## config.mk

```make
export PLATFORM = sky130hd
export DESIGN_NAME = quad_step_xlat
export DESIGN_NICKNAME = d
export VERILOG_FILES = /design/src/rtl/qsx_pkg.sv /design/src/rtl/qsx_sync.sv /design/src/rtl/qsx_track.sv /design/src/rtl/qsx_pulse.sv /design/src/rtl/quad_step_xlat.sv
export SDC_FILE = /design/constraint.sdc
export NUM_CORES = 1
export LEC_CHECK = 0
export BUFFER_PORTS_ARGS = -buffer_cell sky130_fd_sc_hd__buf_2
export CAP_MARGIN = 20
export CORE_UTILIZATION = 53
export CTS_CLUSTER_DIAMETER = 200
export CTS_CLUSTER_SIZE = 20
export DETAILED_ROUTE_END_ITERATION = 16
export GPL_TIMING_DRIVEN = 0
export PLACE_DENSITY = 0.85
export SYNTH_ARGS = -nofsm -noshare
export SYNTH_HDL_FRONTEND = slang
export SYNTH_SLANG_ARGS = --single-unit
```

## constraint.sdc

```tcl
create_clock -name clk -period 1.6 [get_ports clk]
set_input_delay 0.16 -clock clk [delete_from_list [all_inputs] [get_ports clk]]
set_output_delay 0.16 -clock clk [all_outputs]
set_load 0.005 [all_outputs]
```

## src/rtl/qsx_pkg.sv

```systemverilog
package qsx_pkg;

    typedef enum logic [0:0] {
        TRK_WAIT_REF,
        TRK_FOLLOW
    } trk_state_t;

    typedef enum logic [1:0] {
        PLS_IDLE,
        PLS_HIGH,
        PLS_GAP
    } pls_state_t;

    typedef enum logic [1:0] {
        MV_NONE,
        MV_FWD,
        MV_REV,
        MV_JUMP
    } move_t;

    // AB is packed as {A,B}; forward successor of s is {~s[0], s[1]},
    // reverse successor is {s[0], ~s[1]}.
    function automatic move_t classify_move(input logic [1:0] from_ab,
                                            input logic [1:0] to_ab);
        move_t m;
        if (to_ab == from_ab)
            m = MV_NONE;
        else if (to_ab == {~from_ab[0], from_ab[1]})
            m = MV_FWD;
        else if (to_ab == {from_ab[0], ~from_ab[1]})
            m = MV_REV;
        else
            m = MV_JUMP;
        return m;
    endfunction

endpackage

```

## src/rtl/qsx_sync.sv

```systemverilog
module qsx_sync #(
    parameter int STAGES = 2,
    parameter int WIDTH  = 2
) (
    input  logic             clk,
    input  logic             rst_n,
    input  logic [WIDTH-1:0] d_async,
    output logic [WIDTH-1:0] q,
    output logic             q_valid
);
    localparam int LAST = STAGES - 1;

    logic [WIDTH-1:0] pipe [STAGES];
    logic [STAGES-1:0] fill;

    for (genvar g = 0; g < STAGES; g++) begin : g_stage
        if (g == 0) begin : g_first
            always_ff @(posedge clk or negedge rst_n) begin
                if (!rst_n) begin
                    pipe[g] <= '0;
                    fill[g] <= 1'b0;
                end else begin
                    pipe[g] <= d_async;
                    fill[g] <= 1'b1;
                end
            end
        end else begin : g_rest
            always_ff @(posedge clk or negedge rst_n) begin
                if (!rst_n) begin
                    pipe[g] <= '0;
                    fill[g] <= 1'b0;
                end else begin
                    pipe[g] <= pipe[g-1];
                    fill[g] <= fill[g-1];
                end
            end
        end
    end

    assign q       = pipe[LAST];
    assign q_valid = fill[LAST];


    fill_mono_chk: assert property (@(posedge clk) disable iff (!rst_n)
        q_valid |=> q_valid);

endmodule

```

## src/rtl/qsx_track.sv

```systemverilog
module qsx_track
    import qsx_pkg::*;
(
    input  logic       clk,
    input  logic       rst_n,
    input  logic [1:0] ab_i,
    input  logic       ab_vld_i,
    output logic       ev_o,
    output logic       ev_dir_o,
    output logic       err_o
);
    trk_state_t st_q, st_nx;
    logic [1:0] ref_q;
    move_t      mv;

    always_ff @(posedge clk or negedge rst_n) begin
        if (!rst_n) st_q <= TRK_WAIT_REF;
        else        st_q <= st_nx;
    end

    always_comb begin
        st_nx = st_q;
        mv    = MV_NONE;
        unique case (st_q)
            TRK_WAIT_REF: if (ab_vld_i) st_nx = TRK_FOLLOW;
            TRK_FOLLOW:   mv = classify_move(ref_q, ab_i);
            default:      st_nx = TRK_WAIT_REF;
        endcase
    end

    always_ff @(posedge clk or negedge rst_n) begin
        if (!rst_n) begin
            ref_q    <= '0;
            ev_o     <= 1'b0;
            ev_dir_o <= 1'b0;
            err_o    <= 1'b0;
        end else begin
            ev_o <= 1'b0;
            unique case (st_q)
                TRK_WAIT_REF: if (ab_vld_i) ref_q <= ab_i;
                TRK_FOLLOW: begin
                    unique case (mv)
                        MV_NONE: ;
                        MV_FWD: begin
                            ev_o     <= 1'b1;
                            ev_dir_o <= 1'b1;
                            ref_q    <= ab_i;
                        end
                        MV_REV: begin
                            ev_o     <= 1'b1;
                            ev_dir_o <= 1'b0;
                            ref_q    <= ab_i;
                        end
                        MV_JUMP: begin
                            err_o <= 1'b1;
                            ref_q <= ab_i;
                        end
                        default: ;
                    endcase
                end
                default: ;
            endcase
        end
    end


    ref_no_step_chk: assert property (@(posedge clk) disable iff (!rst_n)
        (st_q == TRK_WAIT_REF) |=> !ev_o);


    jump_no_step_chk: assert property (@(posedge clk) disable iff (!rst_n)
        (mv == MV_JUMP) |=> (!ev_o && err_o));


    idle_no_step_chk: assert property (@(posedge clk) disable iff (!rst_n)
        (st_q == TRK_FOLLOW && ab_i == ref_q) |=> !ev_o);

endmodule

```

## src/rtl/qsx_pulse.sv

```systemverilog
module qsx_pulse
    import qsx_pkg::*;
#(
    parameter int STEP_WIDTH = 16
) (
    input  logic clk,
    input  logic rst_n,
    input  logic ev_i,
    input  logic ev_dir_i,
    output logic step_o,
    output logic dir_o
);
    localparam int CW = $clog2(STEP_WIDTH + 1);
    localparam logic [CW-1:0] LOAD = CW'(STEP_WIDTH - 1);

    pls_state_t st_q, st_nx;
    logic [CW-1:0] cnt_q;
    logic          pend_q, pend_dir_q;

    always_ff @(posedge clk or negedge rst_n) begin
        if (!rst_n) st_q <= PLS_IDLE;
        else        st_q <= st_nx;
    end

    always_comb begin
        st_nx = st_q;
        unique case (st_q)
            PLS_IDLE: if (ev_i) st_nx = PLS_HIGH;
            PLS_HIGH: if (cnt_q == '0) st_nx = PLS_GAP;
            PLS_GAP:  st_nx = (pend_q || ev_i) ? PLS_HIGH : PLS_IDLE;
            default:  st_nx = PLS_IDLE;
        endcase
    end

    always_ff @(posedge clk or negedge rst_n) begin
        if (!rst_n) begin
            cnt_q      <= '0;
            pend_q     <= 1'b0;
            pend_dir_q <= 1'b0;
            step_o     <= 1'b0;
            dir_o      <= 1'b0;
        end else begin
            unique case (st_q)
                PLS_IDLE: begin
                    if (ev_i) begin
                        step_o <= 1'b1;
                        dir_o  <= ev_dir_i;
                        cnt_q  <= LOAD;
                    end
                end
                PLS_HIGH: begin
                    if (ev_i) begin
                        pend_q     <= 1'b1;
                        pend_dir_q <= ev_dir_i;
                    end
                    if (cnt_q == '0) step_o <= 1'b0;
                    else             cnt_q  <= cnt_q - 1'b1;
                end
                PLS_GAP: begin
                    if (pend_q) begin
                        step_o     <= 1'b1;
                        dir_o      <= pend_dir_q;
                        cnt_q      <= LOAD;
                        pend_q     <= ev_i;
                        pend_dir_q <= ev_dir_i;
                    end else if (ev_i) begin
                        step_o <= 1'b1;
                        dir_o  <= ev_dir_i;
                        cnt_q  <= LOAD;
                    end
                end
                default: step_o <= 1'b0;
            endcase
        end
    end

    // checker-only length counter
    logic [CW:0] hi_len_q;
    always_ff @(posedge clk or negedge rst_n) begin
        if (!rst_n)      hi_len_q <= '0;
        else if (step_o) hi_len_q <= hi_len_q + 1'b1;
        else             hi_len_q <= '0;
    end


    step_len_chk: assert property (@(posedge clk) disable iff (!rst_n)
        $fell(step_o) |-> (hi_len_q == (CW+1)'(STEP_WIDTH)));


    pend_issue_chk: assert property (@(posedge clk) disable iff (!rst_n)
        (st_q == PLS_GAP && pend_q) |=> $rose(step_o));


    pend_only_high_chk: assert property (@(posedge clk) disable iff (!rst_n)
        (st_q == PLS_IDLE) |-> !pend_q);

endmodule

```

## src/rtl/quad_step_xlat.sv

```systemverilog
module quad_step_xlat #(
    parameter int SYNC_STAGES = 2,
    parameter int STEP_WIDTH  = 16
) (
    input  logic clk,
    input  logic rst_n,
    input  logic enc_a,
    input  logic enc_b,
    output logic step_o,
    output logic dir_o,
    output logic err_o
);
    logic [1:0] ab_s;
    logic       ab_vld;
    logic       ev, ev_dir;

    qsx_sync #(.STAGES(SYNC_STAGES), .WIDTH(2)) u_sync (
        .clk     (clk),
        .rst_n   (rst_n),
        .d_async ({enc_a, enc_b}),
        .q       (ab_s),
        .q_valid (ab_vld)
    );

    qsx_track u_track (
        .clk      (clk),
        .rst_n    (rst_n),
        .ab_i     (ab_s),
        .ab_vld_i (ab_vld),
        .ev_o     (ev),
        .ev_dir_o (ev_dir),
        .err_o    (err_o)
    );

    qsx_pulse #(.STEP_WIDTH(STEP_WIDTH)) u_pulse (
        .clk      (clk),
        .rst_n    (rst_n),
        .ev_i     (ev),
        .ev_dir_i (ev_dir),
        .step_o   (step_o),
        .dir_o    (dir_o)
    );


    dir_hold_chk: assert property (@(posedge clk) disable iff (!rst_n)
        !$rose(step_o) |-> $stable(dir_o));


    err_sticky_chk: assert property (@(posedge clk) disable iff (!rst_n)
        err_o |=> err_o);


    reset_quiet_chk: assert property (@(posedge clk)
        !rst_n |-> (!step_o && !dir_o && !err_o));

endmodule

```

==> metrics.md, run 1 <==
| Metric | Value |
|---|---|
| Synth cell types | `31` |
| Synth async-reset ratio | `100.0%` |
| DR iter-0 viols | `20` |
| CTS root buffer | `clkbuf_4` |
| Largest family of logic cells by synthesized area | `compound AO/OA/AOI/OAI gates` |
| CTS max path bufs | `2` |
| Most common cell after layout, fill and taps aside | `dfrtp_1` |
| Final hold viol count | `0` |
| Critical Path AT | `1.77 ns` |
| Port Buf Inserts | `6` |
| DR vias/cell | `5.670` |
| Tot GR Track Use | `24.02%` |
| WP data required | `around 1.8 ns` |
| Pint | `approximately 1600 uW` |
| Worst Tran Pin Value | `0.5090 ns` |
| CTS tree | `built` |
| Seq pwr share | `around 31%` |
| FF/Latch Area | `575.6 sq um` |
| DRT antenna net count | `0` |
| Part of the power in the clock network | `a little under a tenth` |
| Num CTS Buffers | `3` |
| Core Util, Final | `68.38%` |
| First-pass GRT wire length | `~4500 microns` |
| Yosys reg bits | `23` |
| Clk_skew | `about 0.012 ns` |
| Unrepaired setup endpoints after global routing | `true` |
| HP Class | `in2async` |
| Grt total ovfl | `0` |
| Post-route clock period utilization | `between 90% and 100%` |
| Combinational power share | `59.4%` |
| Nets | `approximately 160` |
| Crit. End Element | `register` |
| Max FO, Critical Path | `9` |
| Max H-tree Level | `1` |
| PwrDens | `between 1500 and 2000 nW/um^2` |
| DR WL met3 | `66 microns` |
| Clk_lat worst skew | `between 0.3 and 0.4 ns` |
| Setup tns final | `0 ns` |
| Crit path time final | `~1.6 ns` |
| DRT met1 WL | `roughly 1200 microns` |
| Synth Area in Adders | `under 10%` |
| Max-slew violation count | `0` |
| Post-synth EDFFs | `0` |
| Clock transition at the registers of the reported paths | `~0.14 ns` |
| Post-synthesis mux area share | `3.427%` |
| Die area | `approximately 2500 sq um` |
| Vias in the first global route | `around 1000` |
| Worst-case vdd ir drop | `about 1.1 mV` |
| Cells after Synth | `between 100 and 150` |
| Setup violations, final | `0` |
| Worst setup margin | `roughly 0.028 ns` |
| DP Worst Slack | `-0.1308 ns` |
| Cell row count | `17` |
| Area of the core | `about 2200 sq um` |
| CTS sink cnt | `23` |
| Ratio of cells with drive above 1 in the final layout | `slightly below 30%` |
| Die Ht | `between 50 and 60 microns` |
| Largest net degree at the start of global routing | `24` |
| Synth Area in XOR/XNOR | `slightly below 5%` |
| DR pass1 iterations | `4` |
| Effective utilization at floorplan | `~56%` |
| Top Metal Used | `met4` |
| Routed len/inst | `15.96 microns` |
| Switching Share | `44.17%` |
| Slew HR | `about two thirds` |
| RePlAce Congestion | `0.8853` |
| Achievable Freq | `approximately 640 MHz` |
| Die boundary width | `50.39 microns` |
| DP HPWL | `between 1500 and 2000 microns` |
| Post-Syn Area per Cell | `~9.6 sq um` |
| Final WL | `~2900 microns` |
| Multi-input logic area | `670.6 sq um` |
| Net Count, Synth | `between 100 and 150` |
| Post-Place Cells | `between 150 and 200` |
| Vias | `1015` |
| Commonest non-fill, non-tap cells in the layout | `dfrtp_1 (23), nor2_1 (11), nand2_1 (11)` |
| Seq/Total Area, Yosys | `between 40% and 50%` |
| Ys flop type | `dfrtp_1` |
| Critical path type | `reg2reg` |
| Maxcap violations | `0` |
| Run status | `finished, final reports clean` |
| Fill cells | `around 170` |
| Post-synth design cell area | `around 1200 sq um` |
| Post-synthesis simple-gate area fraction | `14.92%` |
| Warning count from the yosys run | `0` |
| Crit path launch type | `register` |
| Drt drc | `0` |
| Met2 routed wirelength | `approximately 1500 microns` |
| Psw | `between 1000 and 1500 uW` |
| Post-synthesis compound-gate area fraction | `18.15%` |
| Synthesis-to-layout area growth | `21.87%` |
| Initial antenna violation count | `0` |
| Lkg Pwr | `0.0006617 uW` |
| Layout Cells excl Fill | `approximately 180` |
| Ports | `7` |
| Hold WS | `between 0.3 and 0.4 ns` |
| Antenna Diode Count | `0` |
## metal layers
metal  GRT usage (%)  vias to the layer above
li1                -                      486
met1           29.16                      506
met2           43.56                       18
met3           3.636                        5
met4           6.944                        0
met5               0                        -
## what timing repair did
item	CTS	global route
buffers inserted	6	3
setup endpoints to repair	5	8
endpoints found under the hold margin	25	0
pin swaps	1	4
hold buffers	3	0
resized for setup	3	23
## sequential cells by signal (all words and copies together), names as in the netlist, 2 cells and up
register / cells
u_track.ref_q: 2
u_sync.q: 2
u_sync.pipe: 2
u_pulse.st_q: 2
u_pulse.cnt_q: 5
## path summary, 6_finish.rpt
kind	startpoint	to	slack (ns)	depth (start not counted)
setup / recovery	u_pulse.st_q[0]	u_pulse.cnt_q[2]	0.03	7
hold / removal	rst_n	u_pulse.st_q[0]	0.32	2
setup reg to reg	u_pulse.st_q[0]	u_pulse.cnt_q[2]	0.03	7
hold reg to reg	u_sync.fill[0]	u_sync.q_valid	0.37	0
max in group asynchronous	rst_n	u_pulse.cnt_q[3]	0.92	2
min in group clk	u_sync.fill[0]	u_sync.q_valid	0.37	0
## critical path, cell delays in order, from the launching register on
cell	delay (ns)
dfrtp_1	0.41
inv_2	0.08
ha_1	0.30
buf_6	0.15
nor2b_2	0.16
nor2_1	0.05
a311oi_1	0.24
a21oi_1	0.06
## cell type report
| cell class | instances | share of cell area [%] |
|---|---|---|
| multi-input combinational | 91 | 44.33 |
| sequential | 23 | 38.05 |
| timing repair buffer | 18 | 8.685 |
| inverter | 11 | 2.730 |
| tap | 28 | 2.316 |
| buffer | 4 | 1.902 |
| clock buffer | 3 | 1.489 |
| clock inverter | 1 | 0.4963 |
## power by group through the flow
stage / clock network (uW) / logic [uW] / registers [uW]
2_1_floorplan: 0 / 993 / 895
3_3_place_gp: 0 / 1190 / 915
3_5_place_dp: 0 / 1270 / 927
4_1_cts: 288 / 1430 / 887
5_1_grt: 307 / 1930 / 927
6_report: 278 / 1740 / 908
## cell usage after synthesis, types with 3 or more instances
| master | instances | area [sq um] |
|---|---|---|
| o21ai_0 | 10 | 50.05 |
| nor3_1 | 5 | 25.02 |
| xor2_1 | 5 | 43.79 |
| inv_1 | 11 | 41.29 |
| nor2_1 | 11 | 41.29 |
| dfrtp_1 | 23 | 575.6 |
| a211oi_1 | 4 | 30.03 |
| a21oi_1 | 9 | 45.04 |
| buf_2 | 3 | 15.01 |
| nand2_1 | 11 | 41.29 |
| a31oi_1 | 6 | 37.54 |
| ha_1 | 7 | 87.58 |
## metrics by stage
stage / instance area, sq um / power [uW]
6_report: 1513 / 2924
3_5_place_dp: 1308 / 2196
5_1_grt: 1513 / 3160
2_1_floorplan: 1242 / 1888
3_3_place_gp: 1308 / 2105
4_1_cts: 1420 / 2600
## kinds of logic after synthesis
| family | after synthesis |
|---|---|
| compound gates | 36 |
| simple gates | 36 |
| flops | 23 |
| buf+inv | 15 |
| fa+ha+maj | 7 |
| xor+xnor | 7 |
| mux | 4 |
| other cells | 1 |
Note: power is estimated with default switching activity, not from simulation.
==> run 2, diff against run 1 <==
--- a/config.mk
+++ b/config.mk
@@ -7,12 +7,13 @@
 export LEC_CHECK = 0
 export BUFFER_PORTS_ARGS = -buffer_cell sky130_fd_sc_hd__buf_2
 export CAP_MARGIN = 20
-export CORE_UTILIZATION = 53
+export CORE_UTILIZATION = 58
 export CTS_CLUSTER_DIAMETER = 200
 export CTS_CLUSTER_SIZE = 20
 export DETAILED_ROUTE_END_ITERATION = 16
 export GPL_TIMING_DRIVEN = 0
-export PLACE_DENSITY = 0.85
+export PLACE_DENSITY = 0.87
 export SYNTH_ARGS = -nofsm -noshare
 export SYNTH_HDL_FRONTEND = slang
+export SYNTH_HIERARCHICAL = 1
 export SYNTH_SLANG_ARGS = --single-unit
==> constraint.sdc (replaced) <==
create_clock -name clk -period 1.55 [get_ports clk]
set_input_delay 0.155 -clock clk [delete_from_list [all_inputs] [get_ports clk]]
set_output_delay 0.155 -clock clk [all_outputs]
set_load 0.005 [all_outputs]
==> metrics.md, run 2 <==
| Metric | Value |
|---|---|
| Lkg Pwr | `~0.00064 uW` |
| Tot GR Track Use | `between 20% and 30%` |
| Antenna Diode Count | `0` |
| Ports | `7` |
| Synthesis-to-layout area growth | `22.19%` |
| Post-Place Cells | `roughly 150` |
| Failing checks | `negative setup slack` |
| Worst setup margin | `-0.05751 ns` |
| Most common cell after layout, fill and taps aside | `dfrtp_1` |
| Ys flop type | `dfrtp_1` |
| Post-synthesis compound-gate area fraction | `roughly 18%` |
| Maxcap violations | `0` |
| Max H-tree Level | `1` |
| Initial antenna violation count | `0` |
| Critical path type | `reg2reg` |
| Cells after Synth | `~120` |
| HP Class | `in2async` |
| Final WL | `about 2600 microns` |
| Unrepaired setup endpoints after global routing | `true` |
| Num CTS Buffers | `3` |
| DRT antenna net count | `0` |
| Area of the core | `about 2000 sq um` |
| Post-synth top cells | `dfrtp_1 (23), nor2_1 (16), inv_1 (10), a21oi_1 (9), o21ai_0 (8)` |
| Vias in the first global route | `between 900 and 1000` |
| Final hold viol count | `0` |
| Routed len/inst | `approximately 16 microns` |
| Post-synth EDFFs | `0` |
| Achievable Freq | `between 600 and 700 MHz` |
| DP HPWL | `between 1500 and 2000 microns` |
| CTS sink cnt | `23` |
| Nets | `around 150` |
| Die area | `roughly 2300 sq um` |
| DR vias/cell | `roughly 5.8` |
| Max FFs per register | `5` |
| Clk_skew | `about 0.0057 ns` |
| Synth Area in Adders | `just over 6%` |
| Max FO, Critical Path | `5` |
| Yosys reg bits | `23` |
| Synth cell types | `39` |
| Run status | `finished with violations` |
| CTS tree | `built` |
| Post-synth design cell area | `roughly 1200 sq um` |
| Area share of the largest cell type after synthesis | `a little under half` |
| Clk_lat worst skew | `0.31 ns` |
| Slew HR | `~66%` |
| Worst-case vdd ir drop | `1.070 mV` |
| Grt total ovfl | `0` |
| Max-slew violation count | `0` |
| Die Ht | `approximately 48 microns` |
| Reg with most FFs | `u_pulse/cnt_q` |
| Post-route clock period utilization | `103.7%` |
| Effective utilization at floorplan | `between 60% and 70%` |
| Drt drc | `0` |
| Crit. End Element | `register` |
| Die boundary width | `between 40 and 50 microns` |
| Crit path time final | `between 1.5 and 2 ns` |
| WP data required | `roughly 1.7 ns` |
| Synth Area in XOR/XNOR | `between 5 and 6%` |
| Cell row count | `16` |
| Commonest non-fill, non-tap cells in the layout | `dfrtp_1 (23), nor2_1 (16), buf_4 (12), a21oi_1 (9)` |
| Cell taking the most area after synthesis | `dfrtp_1` |
| Ratio of cells with drive above 1 in the final layout | `roughly 29%` |
| Top cells by area, synth | `dfrtp_1 (47%), ha_1 (6.2%), nor2_1 (5.0%)` |
| Clock transition at the registers of the reported paths | `about 0.13 ns` |
| Layout Cells excl Fill | `170` |
| Post-Syn Area per Cell | `10.02 sq um` |
| Largest net degree at the start of global routing | `24` |
| Synth async-reset ratio | `100.0%` |
| CTS root buffer | `clkbuf_4` |
| Setup violations, final | `6` |
| Total power | `between 2000 and 3000 uW` |
| Post-synthesis simple-gate area fraction | `about an eighth` |
| Critical Path AT | `around 1.8 ns` |
| Vias | `between 900 and 1000` |
| DR pass1 iterations | `4` |
| Net Count, Synth | `between 100 and 150` |
| Largest family of logic cells by synthesized area | `compound AO/OA/AOI/OAI gates` |
| Count leader, synth | `dfrtp_1` |
| CTS max path bufs | `2` |
| Seq/Total Area, Yosys | `47.47%` |
| RePlAce Congestion | `~0.90` |
| Post-synthesis mux area share | `3.509%` |
| First-pass GRT wire length | `between 3000 and 4000 microns` |
| Worst Tran Pin Value | `0.5133 ns` |
| PwrDens | `around 1800 nW/um^2` |
| Port Buf Inserts | `6` |
| Warning count from the yosys run | `6` |
| Crit path launch type | `register` |
| DR iter-0 viols | `32` |
run 2: changes by cell type in the layout (fill, tap and decap cells not counted), sizes merged, moves of 2 or more:
cell	delta
nand2	-8
nor2	+6
a31oi	-5
a211oi	-3
clkbuf	+3
nor3	-3
o31ai	+2
xnor2	+2
xor2	-2
run 2: path summary, 6_finish.rpt:
check	start	endpoint	slack [ns]	cells past startpoint
worst max-delay path	u_pulse/cnt_q[1]	u_pulse/cnt_q[0]	-0.06	6
worst max register to register	u_pulse/cnt_q[1]	u_pulse/cnt_q[0]	-0.06	6
worst min-delay path	rst_n	u_pulse/st_q[1]	0.35	2
min in group clk	u_sync/fill[0]	u_sync/q_valid	0.36	0
worst min register to register	u_sync/fill[0]	u_sync/q_valid	0.36	0
max in group asynchronous	rst_n	u_pulse/cnt_q[1]	0.86	2
run 2: kinds of logic after synthesis:
family | count (synthesis)
DFF | 23
other | 1
and+or+nand+nor | 30
adders and majority gates | 6
xor gates and xnor gates | 7
muxes | 4
AOI/OAI and AO/OA | 34
buffers and inverters | 16
run 2: what timing repair did:
action / in CTS / in global routing
hold buffers: 3 / 0
pin swaps: 3 / 1
resized for setup: 15 / 7
setup buffers: 7 / 2
endpoints found under the setup margin: 8 / 8
endpoints found under the hold margin: 25 / 0
run 2: layout make-up:
class	count	area (sq um)
buffer	6	37.54
tap	27	33.78
sequential	23	575.6
timing repair buffer	18	127.6
fill	149	480.5
inverter	10	37.54
clock buffer	4	26.28
multi-input combinational	82	643.1
run 2: worst max-delay path, cell delays in order, from the launching register on:
cell      delay, ns
dfrtp_1        0.41
inv_2          0.09
ha_4           0.12
nor4b_4        0.39
a21o_2         0.27
o21bai_1       0.12
a22oi_1        0.10
run 2: power breakdown:
group	switching (uW)	total, uW	internal [uW]
Clock	175	275	100
Sequential	139	881	743
Combinational	795	1520	723
run 2: metal layers:
metal / share of wire, % / track usage (%) / up-vias
li1: - / - / 460
met1: 40 / 26.34 / 481
met2: 55 / 49.73 / 40
met3: 4.4 / 3.396 / 2
met4: 0.53 / 8.333 / 0
met5: 0 / 0 / -
run 2: per-stage QoR:
step / setup WS, ns / hold slack [ns] / instance area [sq um] / setup TNS (ns) / utilization (%)
5_1_grt: -0.1731 / 0.3774 / 1481 / -0.6473 / 75.51
3_3_place_gp: -0.1068 / 0.1469 / 1276 / -0.2381 / 65.05
4_1_cts: -0.01251 / 0.3483 / 1451 / -0.01251 / 73.98
2_1_floorplan: 0.05576 / -0.1406 / 1212 / 0 / -
3_5_place_dp: -0.1380 / 0.1571 / 1276 / -0.6445 / 65.05
6_report: -0.05751 / 0.3467 / 1481 / -0.1563 / 75.51
